## src/rtl/axi_rule_pkg.sv

```systemverilog
package axi_rule_pkg;

  localparam int ERR_W = 12;

  typedef enum int {
    E_AR_LEN    = 0,
    E_AW_LEN    = 1,
    E_AR_NARROW = 2,
    E_AW_NARROW = 3,
    E_R_RESP    = 4,
    E_B_RESP    = 5,
    E_RD_OVF    = 6,
    E_WR_OVF    = 7,
    E_RD_UNF    = 8,
    E_WR_UNF    = 9,
    E_R_LAST    = 10,
    E_W_LAST    = 11
  } err_idx_e;

  // rules kept by the reduced (stall-only) rule set
  localparam logic [ERR_W-1:0] STALL_RULES = 12'hFC0;

  function automatic logic resp_is_err(input logic [1:0] code);
    return (code == 2'b10) || (code == 2'b11);
  endfunction

endpackage

```

## src/rtl/arm_rst_sync.sv

```systemverilog
module arm_rst_sync (
  input  logic clk,
  input  logic rst_n_in,
  output logic rst_n_out
);

  logic [1:0] sync_q;
  logic [1:0] sync_d;

  always_comb sync_d = {sync_q[0], 1'b1};

  always_ff @(posedge clk or negedge rst_n_in) begin
    if (!rst_n_in) sync_q <= 2'b00;
    else           sync_q <= sync_d;
  end

  assign rst_n_out = sync_q[1];

endmodule

```

## src/rtl/arm_len_fifo.sv

```systemverilog
module arm_len_fifo #(
  parameter int DEPTH = 4,
  parameter int W     = 8
) (
  input  logic                       clk,
  input  logic                       rst_n,
  input  logic                       push,
  input  logic [W-1:0]               push_len,
  input  logic                       pop,
  output logic [W-1:0]               head_len,
  output logic [$clog2(DEPTH+1)-1:0] count
);

  localparam int PTR_W = (DEPTH > 1) ? $clog2(DEPTH) : 1;
  localparam int CNT_W = $clog2(DEPTH+1);
  localparam logic [PTR_W-1:0] LAST_PTR = PTR_W'(DEPTH-1);
  localparam logic [CNT_W-1:0] FULL_V   = CNT_W'(DEPTH);

  logic [W-1:0]     mem [DEPTH];
  logic [PTR_W-1:0] wp_q, wp_d, rp_q, rp_d;
  logic [CNT_W-1:0] cnt_q, cnt_d;
  logic             ptr_en;

  always_comb begin
    wp_d  = wp_q;
    rp_d  = rp_q;
    cnt_d = cnt_q;
    if (push) wp_d = (wp_q == LAST_PTR) ? '0 : wp_q + 1'b1;
    if (pop)  rp_d = (rp_q == LAST_PTR) ? '0 : rp_q + 1'b1;
    case ({push, pop})
      2'b10:   cnt_d = cnt_q + 1'b1;
      2'b01:   cnt_d = cnt_q - 1'b1;
      default: cnt_d = cnt_q;
    endcase
    ptr_en = push | pop;
  end

  always_ff @(posedge clk or negedge rst_n) begin
    if (!rst_n) begin
      wp_q  <= '0;
      rp_q  <= '0;
      cnt_q <= '0;
    end else if (ptr_en) begin
      wp_q  <= wp_d;
      rp_q  <= rp_d;
      cnt_q <= cnt_d;
    end
  end

  always_ff @(posedge clk) begin
    if (push) mem[wp_q] <= push_len;
  end

  assign head_len = mem[rp_q];
  assign count    = cnt_q;

  AST_FIFO_NO_OVERFLOW: assert property (@(posedge clk) disable iff (!rst_n)
    push |-> (cnt_q != FULL_V));
  AST_FIFO_NO_UNDERFLOW: assert property (@(posedge clk) disable iff (!rst_n)
    pop |-> (cnt_q != '0));

endmodule

```

## src/rtl/arm_beat_check.sv

```systemverilog
module arm_beat_check #(
  parameter int W = 8
) (
  input  logic         clk,
  input  logic         rst_n,
  input  logic         beat,
  input  logic         last,
  input  logic [W-1:0] exp_len,
  output logic         last_err
);

  localparam int CW = W + 1;

  logic [CW-1:0] idx_q, idx_d;
  logic          at_end;

  always_comb begin
    at_end = (idx_q == {1'b0, exp_len});
    idx_d  = idx_q;
    if (beat) begin
      if (last)               idx_d = '0;
      else if (idx_q != '1)   idx_d = idx_q + 1'b1;
    end
    last_err = beat && (last != at_end);
  end

  always_ff @(posedge clk or negedge rst_n) begin
    if (!rst_n)    idx_q <= '0;
    else if (beat) idx_q <= idx_d;
  end

  AST_BEAT_RESTART: assert property (@(posedge clk) disable iff (!rst_n)
    (beat && last) |=> (idx_q == '0));

endmodule

```

## src/rtl/arm_attr_check.sv

```systemverilog
module arm_attr_check #(
  parameter int MAX_BURST_LEN = 16,
  parameter int DATA_BYTES    = 8,
  parameter bit NARROW_OK     = 1'b0
) (
  input  logic [7:0] len,
  input  logic [2:0] size,
  output logic       len_bad,
  output logic       narrow_bad
);

  localparam logic [9:0] MAX_V   = 10'(MAX_BURST_LEN);
  localparam logic [2:0] FULL_SZ = 3'($clog2(DATA_BYTES));

  logic [8:0] beats;

  always_comb begin
    beats      = {1'b0, len} + 9'd1;
    len_bad    = ({1'b0, beats} > MAX_V);
    narrow_bad = !NARROW_OK && (size < FULL_SZ);
  end

endmodule

```

## src/rtl/axi_rule_monitor.sv

```systemverilog
module axi_rule_monitor
  import axi_rule_pkg::*;
#(
  parameter int RD_DEPTH      = 4,
  parameter int WR_DEPTH      = 4,
  parameter int DATA_BYTES    = 8,
  parameter int MAX_BURST_LEN = 16,
  parameter bit NARROW_OK     = 1'b0,
  parameter bit RESP_CHECK    = 1'b1,
  parameter bit LIGHT_MODE    = 1'b0
) (
  input  logic                          clk,
  input  logic                          rst_n,
  input  logic                          ar_valid,
  input  logic                          ar_ready,
  input  logic [7:0]                    ar_len,
  input  logic [2:0]                    ar_size,
  input  logic                          r_valid,
  input  logic                          r_ready,
  input  logic                          r_last,
  input  logic [1:0]                    r_resp,
  input  logic                          aw_valid,
  input  logic                          aw_ready,
  input  logic [7:0]                    aw_len,
  input  logic [2:0]                    aw_size,
  input  logic                          w_valid,
  input  logic                          w_ready,
  input  logic                          w_last,
  input  logic                          b_valid,
  input  logic                          b_ready,
  input  logic [1:0]                    b_resp,
  output logic [ERR_W-1:0]              err_flags,
  output logic [$clog2(RD_DEPTH+1)-1:0] rd_outstanding,
  output logic [$clog2(WR_DEPTH+1)-1:0] wr_outstanding
);

  localparam int RCNT_W = $clog2(RD_DEPTH+1);
  localparam int WCNT_W = $clog2(WR_DEPTH+1);
  localparam logic [RCNT_W-1:0] RD_FULL_V = RCNT_W'(RD_DEPTH);
  localparam logic [WCNT_W-1:0] WR_FULL_V = WCNT_W'(WR_DEPTH);
  localparam logic [ERR_W-1:0]  KEEP = LIGHT_MODE ? STALL_RULES : {ERR_W{1'b1}};

  logic rst_sync_n;

  arm_rst_sync u_rst (
    .clk       (clk),
    .rst_n_in  (rst_n),
    .rst_n_out (rst_sync_n)
  );

  // handshakes
  logic ar_hs, r_hs, aw_hs, w_hs, b_hs;
  always_comb begin
    ar_hs = ar_valid & ar_ready;
    r_hs  = r_valid  & r_ready;
    aw_hs = aw_valid & aw_ready;
    w_hs  = w_valid  & w_ready;
    b_hs  = b_valid  & b_ready;
  end

  // address attribute rules, index 0 = read, 1 = write
  logic [1:0][7:0] a_len;
  logic [1:0][2:0] a_size;
  logic [1:0]      len_bad, narrow_bad;

  assign a_len  = {aw_len,  ar_len};
  assign a_size = {aw_size, ar_size};

  for (genvar gi = 0; gi < 2; gi++) begin : g_attr
    arm_attr_check #(
      .MAX_BURST_LEN (MAX_BURST_LEN),
      .DATA_BYTES    (DATA_BYTES),
      .NARROW_OK     (NARROW_OK)
    ) u_attr (
      .len        (a_len[gi]),
      .size       (a_size[gi]),
      .len_bad    (len_bad[gi]),
      .narrow_bad (narrow_bad[gi])
    );
  end

  // read tracking
  logic [RCNT_W-1:0] rd_cnt;
  logic [7:0]        rd_head;
  logic              rd_full, rd_empty, rd_push, rd_pop, r_beat, r_last_err;

  always_comb begin
    rd_full  = (rd_cnt == RD_FULL_V);
    rd_empty = (rd_cnt == '0);
    rd_push  = ar_hs & ~rd_full;
    r_beat   = r_hs & ~rd_empty;
    rd_pop   = r_beat & r_last;
  end

  arm_len_fifo #(.DEPTH(RD_DEPTH), .W(8)) u_rd_q (
    .clk      (clk),
    .rst_n    (rst_sync_n),
    .push     (rd_push),
    .push_len (ar_len),
    .pop      (rd_pop),
    .head_len (rd_head),
    .count    (rd_cnt)
  );

  arm_beat_check #(.W(8)) u_r_beats (
    .clk      (clk),
    .rst_n    (rst_sync_n),
    .beat     (r_beat),
    .last     (r_last),
    .exp_len  (rd_head),
    .last_err (r_last_err)
  );

  // write tracking: address queue until data completes, then a response count
  logic [WCNT_W-1:0] wq_cnt, b_pend_q, b_pend_d, wr_sum;
  logic [7:0]        wr_head;
  logic              wr_full, wq_empty, wq_push, wq_pop, w_beat, w_last_err;
  logic              b_ok, b_none, b_en;

  always_comb begin
    wr_sum   = wq_cnt + b_pend_q;
    wr_full  = (wr_sum == WR_FULL_V);
    wq_empty = (wq_cnt == '0);
    b_none   = (b_pend_q == '0);
    wq_push  = aw_hs & ~wr_full;
    w_beat   = w_hs & ~wq_empty;
    wq_pop   = w_beat & w_last;
    b_ok     = b_hs & ~b_none;
    b_en     = wq_pop ^ b_ok;
    b_pend_d = wq_pop ? b_pend_q + 1'b1 : b_pend_q - 1'b1;
  end

  always_ff @(posedge clk or negedge rst_sync_n) begin
    if (!rst_sync_n) b_pend_q <= '0;
    else if (b_en)   b_pend_q <= b_pend_d;
  end

  arm_len_fifo #(.DEPTH(WR_DEPTH), .W(8)) u_wr_q (
    .clk      (clk),
    .rst_n    (rst_sync_n),
    .push     (wq_push),
    .push_len (aw_len),
    .pop      (wq_pop),
    .head_len (wr_head),
    .count    (wq_cnt)
  );

  arm_beat_check #(.W(8)) u_w_beats (
    .clk      (clk),
    .rst_n    (rst_sync_n),
    .beat     (w_beat),
    .last     (w_last),
    .exp_len  (wr_head),
    .last_err (w_last_err)
  );

  // rule collection
  logic [ERR_W-1:0] err_set, err_d, err_q;
  logic             err_en;

  always_comb begin
    err_set              = '0;
    err_set[E_AR_LEN]    = ar_hs & len_bad[0];
    err_set[E_AW_LEN]    = aw_hs & len_bad[1];
    err_set[E_AR_NARROW] = ar_hs & narrow_bad[0];
    err_set[E_AW_NARROW] = aw_hs & narrow_bad[1];
    err_set[E_R_RESP]    = RESP_CHECK & r_hs & resp_is_err(r_resp);
    err_set[E_B_RESP]    = RESP_CHECK & b_hs & resp_is_err(b_resp);
    err_set[E_RD_OVF]    = ar_hs & rd_full;
    err_set[E_WR_OVF]    = aw_hs & wr_full;
    err_set[E_RD_UNF]    = r_hs & rd_empty;
    err_set[E_WR_UNF]    = (w_hs & wq_empty) | (b_hs & b_none);
    err_set[E_R_LAST]    = r_last_err;
    err_set[E_W_LAST]    = w_last_err;
    err_d  = err_q | (err_set & KEEP);
    err_en = |(err_set & KEEP & ~err_q);
  end

  always_ff @(posedge clk or negedge rst_sync_n) begin
    if (!rst_sync_n) err_q <= '0;
    else if (err_en) err_q <= err_d;
  end

  assign err_flags      = err_q;
  assign rd_outstanding = rd_cnt;
  assign wr_outstanding = wr_sum;

  AST_RD_OVF_FLAG: assert property (@(posedge clk) disable iff (!rst_sync_n)
    (ar_hs && rd_cnt == RD_FULL_V) |=> err_q[E_RD_OVF]);
  AST_ERR_STICKY: assert property (@(posedge clk) disable iff (!rst_sync_n)
    ((err_q & $past(err_q)) == $past(err_q)));
  AST_RD_CNT_STEP: assert property (@(posedge clk) disable iff (!rst_sync_n)
    (rd_cnt == $past(rd_cnt)) || (rd_cnt == $past(rd_cnt) + 1'b1) ||
    (rd_cnt == $past(rd_cnt) - 1'b1));
  AST_RESP_FLAG: assert property (@(posedge clk) disable iff (!rst_sync_n)
    (RESP_CHECK && !LIGHT_MODE && r_hs && r_resp[1]) |=> err_q[E_R_RESP]);
  AST_LIGHT_QUIET: assert property (@(posedge clk) disable iff (!rst_sync_n)
    LIGHT_MODE |-> (err_q[5:0] == '0));

endmodule

```

## config.mk

```make
export PLATFORM = sky130hd
export DESIGN_NAME = axi_rule_monitor
export DESIGN_NICKNAME = d
export VERILOG_FILES = /design/src/rtl/axi_rule_pkg.sv /design/src/rtl/arm_rst_sync.sv /design/src/rtl/arm_len_fifo.sv /design/src/rtl/arm_beat_check.sv /design/src/rtl/arm_attr_check.sv /design/src/rtl/axi_rule_monitor.sv
export SDC_FILE = /design/constraint.sdc
export NUM_CORES = 1
export LEC_CHECK = 0
export ABC_AREA = 1
export BUFFER_PORTS_ARGS = -buffer_cell sky130_fd_sc_hd__buf_2
export CORE_MARGIN = 8
export CORE_UTILIZATION = 46
export CTS_CLUSTER_SIZE = 30
export DETAILED_ROUTE_END_ITERATION = 8
export GPL_ROUTABILITY_DRIVEN = 0
export PLACE_DENSITY_LB_ADDON = 0.3
export SYNTH_ARGS = -nofsm -noshare
export SYNTH_HDL_FRONTEND = slang
export SYNTH_HIERARCHICAL = 1
export SYNTH_SLANG_ARGS = --single-unit
```

## constraint.sdc

```tcl
create_clock -name clk -period 2.07 [get_ports clk]
set_input_delay 0.3105 -clock clk [delete_from_list [all_inputs] [get_ports clk]]
set_output_delay 0.3105 -clock clk [all_outputs]
set_load 0.01 [all_outputs]
```

* Word level (Yosys, flattened, before mapping) *
Memory sizes are Yosys's and may differ from the RTL's.
Cells that the tools add are included.

cells by class
  shifts and indexed selects = 0
  add/subtract/negate cells = 15
  reductions and logical operators = 20
  multiply operators = 0
  equality and inequality tests = 20
  divide/modulo/power cells = 0
  bitwise logic cells = 35
  $lt $le $gt $ge = 4
  muxes and demuxes = 15

operators by type and width
  kind                                                                          count
  9-bit 2-to-1 mux                                                              4
  1-bit bitwise AND                                                             23
  2-bit == test, second input constant                                          10
  8-bit by 1-bit adder with 9-bit output, second input constant                 2
  9-bit by 1-bit adder with 9-bit output, second input constant                 2
  9-bit by 8-bit == test with 1-bit output                                      2
  9-bit by 5-bit > comparator with 1-bit output, second input constant          2
  9-bit != test, second input constant                                          2
  2-bit AND reduction                                                           8
  12-bit bitwise AND                                                            1
  12-bit NOT                                                                    1
  12-bit OR                                                                     1
  3-bit one-hot mux with 2 select lines                                         2
  12-bit OR reduction                                                           1
  3-bit by 1-bit adder with 3-bit output, second input constant                 3
  3-bit logical NOT                                                             3
  3-bit by 1-bit subtractor with 3-bit output, second input constant            3
  2-bit by 1-bit adder with 2-bit output, second input constant                 4
  2-bit 2-to-1 mux                                                              4
  2-bit nonzero test                                                            4
  3-bit == test, second input constant                                          2
  3-bit by 2-bit less-than comparator with 1-bit output, second input constant  2
  1-bit NOT                                                                     5
  2-bit by 1-bit == test with 1-bit output, second input constant               2
  other kinds (8)                                                               16

storage, ports and cells
  memory bits (writable) = 64
  bits of input ports = 40
  memories = 2
  ROM bits = 0
  bits in registers = 49
  logic and storage cells = 122
  bits in latches = 0

memory list
  memory      depth  bits a word  rd ports  clocked after Yosys merged registers in  write ports  line                RTL
  u_rd_q.mem  4      8            1         0                                        1            arm_len_fifo.sv:19  logic [W-1:0] mem [DEPTH];
  u_wr_q.mem  4      8            1         0                                        1            arm_len_fifo.sv:19

* Logic depth before layout (Yosys ltp) *
  depth after elaboration = 7
  gate-level depth with buffers = 17

* By module *
The synthesis kept the hierarchy.

modules (own cells, without submodules)
  module            area an instance (um2)  seq. area each (um2)  cells an instance  times used
  arm_len_fifo      1726.7                  1136.1                148                2
  arm_beat_check    663.1                   225.2                 100                2
  axi_rule_monitor  794.5                   375.4                 83                 1
  arm_rst_sync      53.8                    50.0                  3                  1
  arm_attr_check    20.0                    0.0                   4                  2

* Worst setup path before layout *
Ideal clock, no wire load.

  kind = flip-flop to flip-flop
  start point = register b_pend_q[0]
  end point = register u_wr_q.cnt_q[2], in the netlist u_wr_q/count[2]
  library setup time = 117 ps
  clock period less this slack = 2602 ps
  arrival time = 2485 ps
  stages on the path, launching flop included = 17
  required time = 1953 ps
  setup slack = -532 ps
  cells stage by stage = dfrtp_1 -> ha_1 -> fa_1 -> xnor2_1 -> xor2_1 -> inv_1 -> nand2_1 -> nand2_1 -> inv_1 -> inv_1 -> ha_1 -> inv_1 -> fa_1 -> nand2_1 -> nand3_1 -> nand2_1 -> nand2_1

on the way
  cells in the longest elaborated chain, start to end = 7
  elaborated cells on any way between the ends = 10
  those cells by class = add/sub (1); eq/ne (3); mux (1); bitwise (3); reduce/logical (2)

ends and longest elaborated chain
  what                                                                       line                     RTL
  start, declared                                                            axi_rule_monitor.sv:115  logic [WCNT_W-1:0] wq_cnt, b_pend_q, b_pend_d, wr_sum;
  start signal, assigned                                                     axi_rule_monitor.sv:135  else if (b_en) b_pend_q <= b_pend_d;
  3-bit adder *                                                              axi_rule_monitor.sv:121  wr_sum = wq_cnt + b_pend_q;
  named net wr_outstanding[2]                                                axi_rule_monitor.sv:34   output logic [$clog2(WR_DEPTH+1)-1:0] wr_outstanding
  3-bit == test *                                                            axi_rule_monitor.sv:122  wr_full = (wr_sum == WR_FULL_V);
  1-bit NOT *                                                                axi_rule_monitor.sv:125  wq_push = aw_hs & ~wr_full;
  1-bit bitwise AND *                                                        axi_rule_monitor.sv:125
  named net wq_push                                                          axi_rule_monitor.sv:117  logic wr_full, wq_empty, wq_push, wq_pop, w_beat, w_last_err;
  2-bit == test or 2-bit by 1-bit == test with 1-bit output (tied branches)  arm_len_fifo.sv:30       case ({push, pop})
  2-bit nonzero test (no line)                                               n/a
  2-bit AND reduction (no line)                                              n/a
  end signal, assigned                                                       arm_len_fifo.sv:46       cnt_q <= cnt_d;
  end, declared                                                              arm_len_fifo.sv:21       logic [CNT_W-1:0] cnt_q, cnt_d;

Mark *: on every way through the listed nets, which the timed path passes. The rest lies on a longest branch.
A chain may end at the register's enable or synchronous reset.

* Worst setup path in the final report *
  start point = register b_pend_q[0]
  end point = register u_wr_q.cnt_q[2], in the netlist u_wr_q/count[2]

on the way
  cells in the longest elaborated chain, start to end = 7
  elaborated cells on any way between the ends = 10
  those cells by class = add/sub (1); eq/ne (3); mux (1); bitwise (3); reduce/logical (2)

ends and longest elaborated chain
  what                                                                       line
  3-bit adder *                                                              axi_rule_monitor.sv:121
  3-bit == test *                                                            axi_rule_monitor.sv:122
  1-bit NOT *                                                                axi_rule_monitor.sv:125
  1-bit bitwise AND *                                                        axi_rule_monitor.sv:125
  named net wq_push                                                          axi_rule_monitor.sv:117
  2-bit == test or 2-bit by 1-bit == test with 1-bit output (tied branches)  arm_len_fifo.sv:30
  2-bit nonzero test (no line)                                               n/a
  2-bit AND reduction (no line)                                              n/a

Marks and branches as above.

==> impl_metrics.env <==
export IMPL_avgSynthCellArea_um2=9.61
export IMPL_drc=0
export IMPL_slew_headroom=0.533
export IMPL_pwr_share_clk=0.314
export IMPL_ys_flop_type="edfxtp_1"
export IMPL_cap_violations=0
export IMPL_worst_slew_pin_slew_ps=701
export IMPL_use_met3=0.0424
export IMPL_via_per_inst=4.84
export IMPL_cp_common_cell="inv_2"
export IMPL_status="complete, but fails checks"
export IMPL_clockBufferDepth=2
export IMPL_cp_num_buf_inv=5
export IMPL_violations="negative setup slack"
export IMPL_final_util=0.602
export IMPL_firstDrtPassIters=6
export IMPL_slowest_stage="dfrtp_2"
export IMPL_cts_made_buffers=17
export IMPL_ys_types=37
export IMPL_power_frac_seq=0.319
export IMPL_die_w_um=127
export IMPL_gr_usage_met2=0.257
export IMPL_fmax_mhz=399
export IMPL_combPwrFrac=0.367
export IMPL_clockRootBuffer="clkbuf_16"
export IMPL_p_leak_nw=3.37
export IMPL_num_rows=40
export IMPL_dieArea_um2=16100
export IMPL_nets=756
export IMPL_pin_count=58
export IMPL_synth_edf_count=64
export IMPL_layoutNonFillerInstCount=853
export IMPL_worstSkewPairLatency_ps=410
export IMPL_critPathArrivalTime_ps=2810
export IMPL_cp_required_ps=2370
export IMPL_rsz0062_at_grt="yes"
export IMPL_post_route_min_period_ps=2510
export IMPL_fin_crit_sh=1.21
export IMPL_synth_top_area_share=0.339
export IMPL_initial_core_util=0.472
export IMPL_cts_tree="done"
export IMPL_skew_ps=9.20
export IMPL_area_growth_pct=27.5
export IMPL_grt_pass1_wl_mm=19.0
export IMPL_antenna_found_initial=0
export IMPL_fp_dieH_um=127
export IMPL_synth_area_leaders="edfxtp_1 (34%), dfrtp_1 (22%), nand2_1 (9.8%)"
export IMPL_grt_max_degree=34
export IMPL_avgRoutedWirePerCell_um=13.5
export IMPL_finalHoldViolCount=0
export IMPL_syn_nets=653
export IMPL_detail_route_antenna_nets=0
export IMPL_p_int_mw=6.51
export IMPL_endpoint_kind="flip-flop"
export IMPL_synth_largest_area_cell="edfxtp_1"
export IMPL_io_buffer_count=55
export IMPL_synthesis_instances=590
export IMPL_peakVddDrop_mv=0.894
export IMPL_power_switching_mw=3.29
export IMPL_critical_path_top_delay_family="adder cells"
export IMPL_grtUsageMet1=0.166
export IMPL_yosys_warnings=6
export IMPL_core_um2=12000
export IMPL_num_vias=4131
export IMPL_placed_cells=805
export IMPL_dpl_cell_area_um2=6260
export IMPL_setup_tns_ps=-7750
export IMPL_ys_ff_latch=113
export IMPL_htree_levels=4
export IMPL_synth_most_common_cell="nand2_1"
export IMPL_setup_ws_ps=-436
export IMPL_setup_viol=40
export IMPL_critPathMaxStageDelay_ps=420
export IMPL_wl_mm=11.5
export IMPL_syn_area_um2=5670
export IMPL_drive_gt1_frac=0.280
export IMPL_cp_cell_sequence="ha_4 > fa_2 > xnor2_2 > xor2_1 > inv_1 > nand2_2 > nand2_2 > inv_2 > inv_2 > ha_4 > inv_2 > fa_2 > inv_2 > nand2_2 > nand4_1 > nand2_1"
export IMPL_synth_common_cells="nand2_1 (148), inv_1 (104), edfxtp_1 (64), dfrtp_1 (49), nor2_1 (44)"
export IMPL_cts_num_sinks=113
export IMPL_switching_share=0.335
export IMPL_p_per_area_nw_per_um2=1360
export IMPL_cp_max_fo=2
export IMPL_finalPower_mw=9.80
export IMPL_dpl_hpwl_mm=8.06
export IMPL_grt_pass1_vias=4218
export IMPL_hold_slack_ps=102
export IMPL_gr_total_overflow=0
export IMPL_clk_pin_slew_worst_paths_ps=50
export IMPL_dp_slack_ps=-434
export IMPL_crit_type="reg -> reg"
export IMPL_hp_class="in -> reg"
export IMPL_num_antenna_cells=0
export IMPL_grt_busiest_layer="met2"
export IMPL_maxSlewViolCount=0
export IMPL_final_cell_area_um2=7230
export IMPL_drtIter0Drc=147
export IMPL_seq_area_frac_synth=0.555
export IMPL_grt_usage=0.148
export IMPL_ys_async_sr_fraction=0.434
export IMPL_start_kind="flip-flop"
==> kinds of logic after synthesis <==
group                      synth area share
and+or+nand+nor                       0.198
buffers and inverters                0.0929
DFF                                   0.555
AOI/OAI and AO/OA                    0.0821
adders and majority gates            0.0561
xor gates and xnor gates             0.0152
other                              0.000662
==> area by class of cell <==
class                           instances  area [µm²]
Clock buffer                           20         437
Clock inverter                         12         189
Fill cell                             960        4780
Inverter                              117         477
Multi-Input combinational cell        352        2150
Sequential cell                       113        3150
Tap cell                              147         184
Timing Repair Buffer                   92         641
==> path summary, 6_finish.rpt <==
kind | start | end | slack [ps] | cells after the start
worst max-delay path | b_pend_q[0] | u_wr_q/count[2] | -440 | 16
worst min-delay path | b_resp[1] | err_flags[5] | 100 | 2
worst max register to register | b_pend_q[0] | u_wr_q/count[2] | -440 | 16
worst min register to register | u_rst/sync_q[1] | err_flags[10] | 320 | 0
max in group asynchronous | u_rst/sync_q[1] | b_pend_q[0] | 1100 | 1
min in group asynchronous | rst_n | u_rst/sync_q[0] | 210 | 2
==> layout by cell type, fill, tap and decap left out, types with 16 or more instances in the layout <==
master       n
nand2_1    137
inv_1       95
edfxtp_1    64
buf_2       54
dfrtp_1     46
nor2_1      41
o211ai_1    32
buf_4       29
clkbuf_16   19
ha_1        16
==> power by group through the flow <==
stage	Combinational, mW	Sequential, mW	Clock, mW
6_report	3.60	3.12	3.07
3_5_place_dp	2.97	3.14	0
2_1_floorplan	2.13	3.12	0
3_3_place_gp	2.84	3.13	0
5_1_grt	4.05	3.17	3.20
4_1_cts	3.19	3.12	3.12
==> state kept, by name, summed over array words and instances, names as in the netlist <==
register,cells
u_rst/sync_q,2
u_wr_q/rp_q,2
u_wr_q/mem,32
u_r_beats/idx_q,9
u_rd_q/rp_q,2
u_wr_q/wp_q,2
u_rd_q/count,3
u_wr_q/count,3
u_rd_q/wp_q,2
b_pend_q,3
u_w_beats/idx_q,9
u_rd_q/mem,32
err_flags,12
==> metal layers <==
metal / share of wire / vias to the layer above
met1: 0.44 / 1945
met5: 0 / -
met4: 0.015 / 0
met2: 0.52 / 59
met3: 0.029 / 14
li1: - / 2113
==> repair_timing <==
item | CTS | global route
endpoints found under the hold margin | 2 | 0
gates resized for setup | 16 | 40
buffers inserted | 5 | 11
cloned | 0 | 2
hold buffers | 1 | 0
setup endpoints to repair | 40 | 44
pin swaps | 7 | 14
Power figures use the tool's default switching activity.
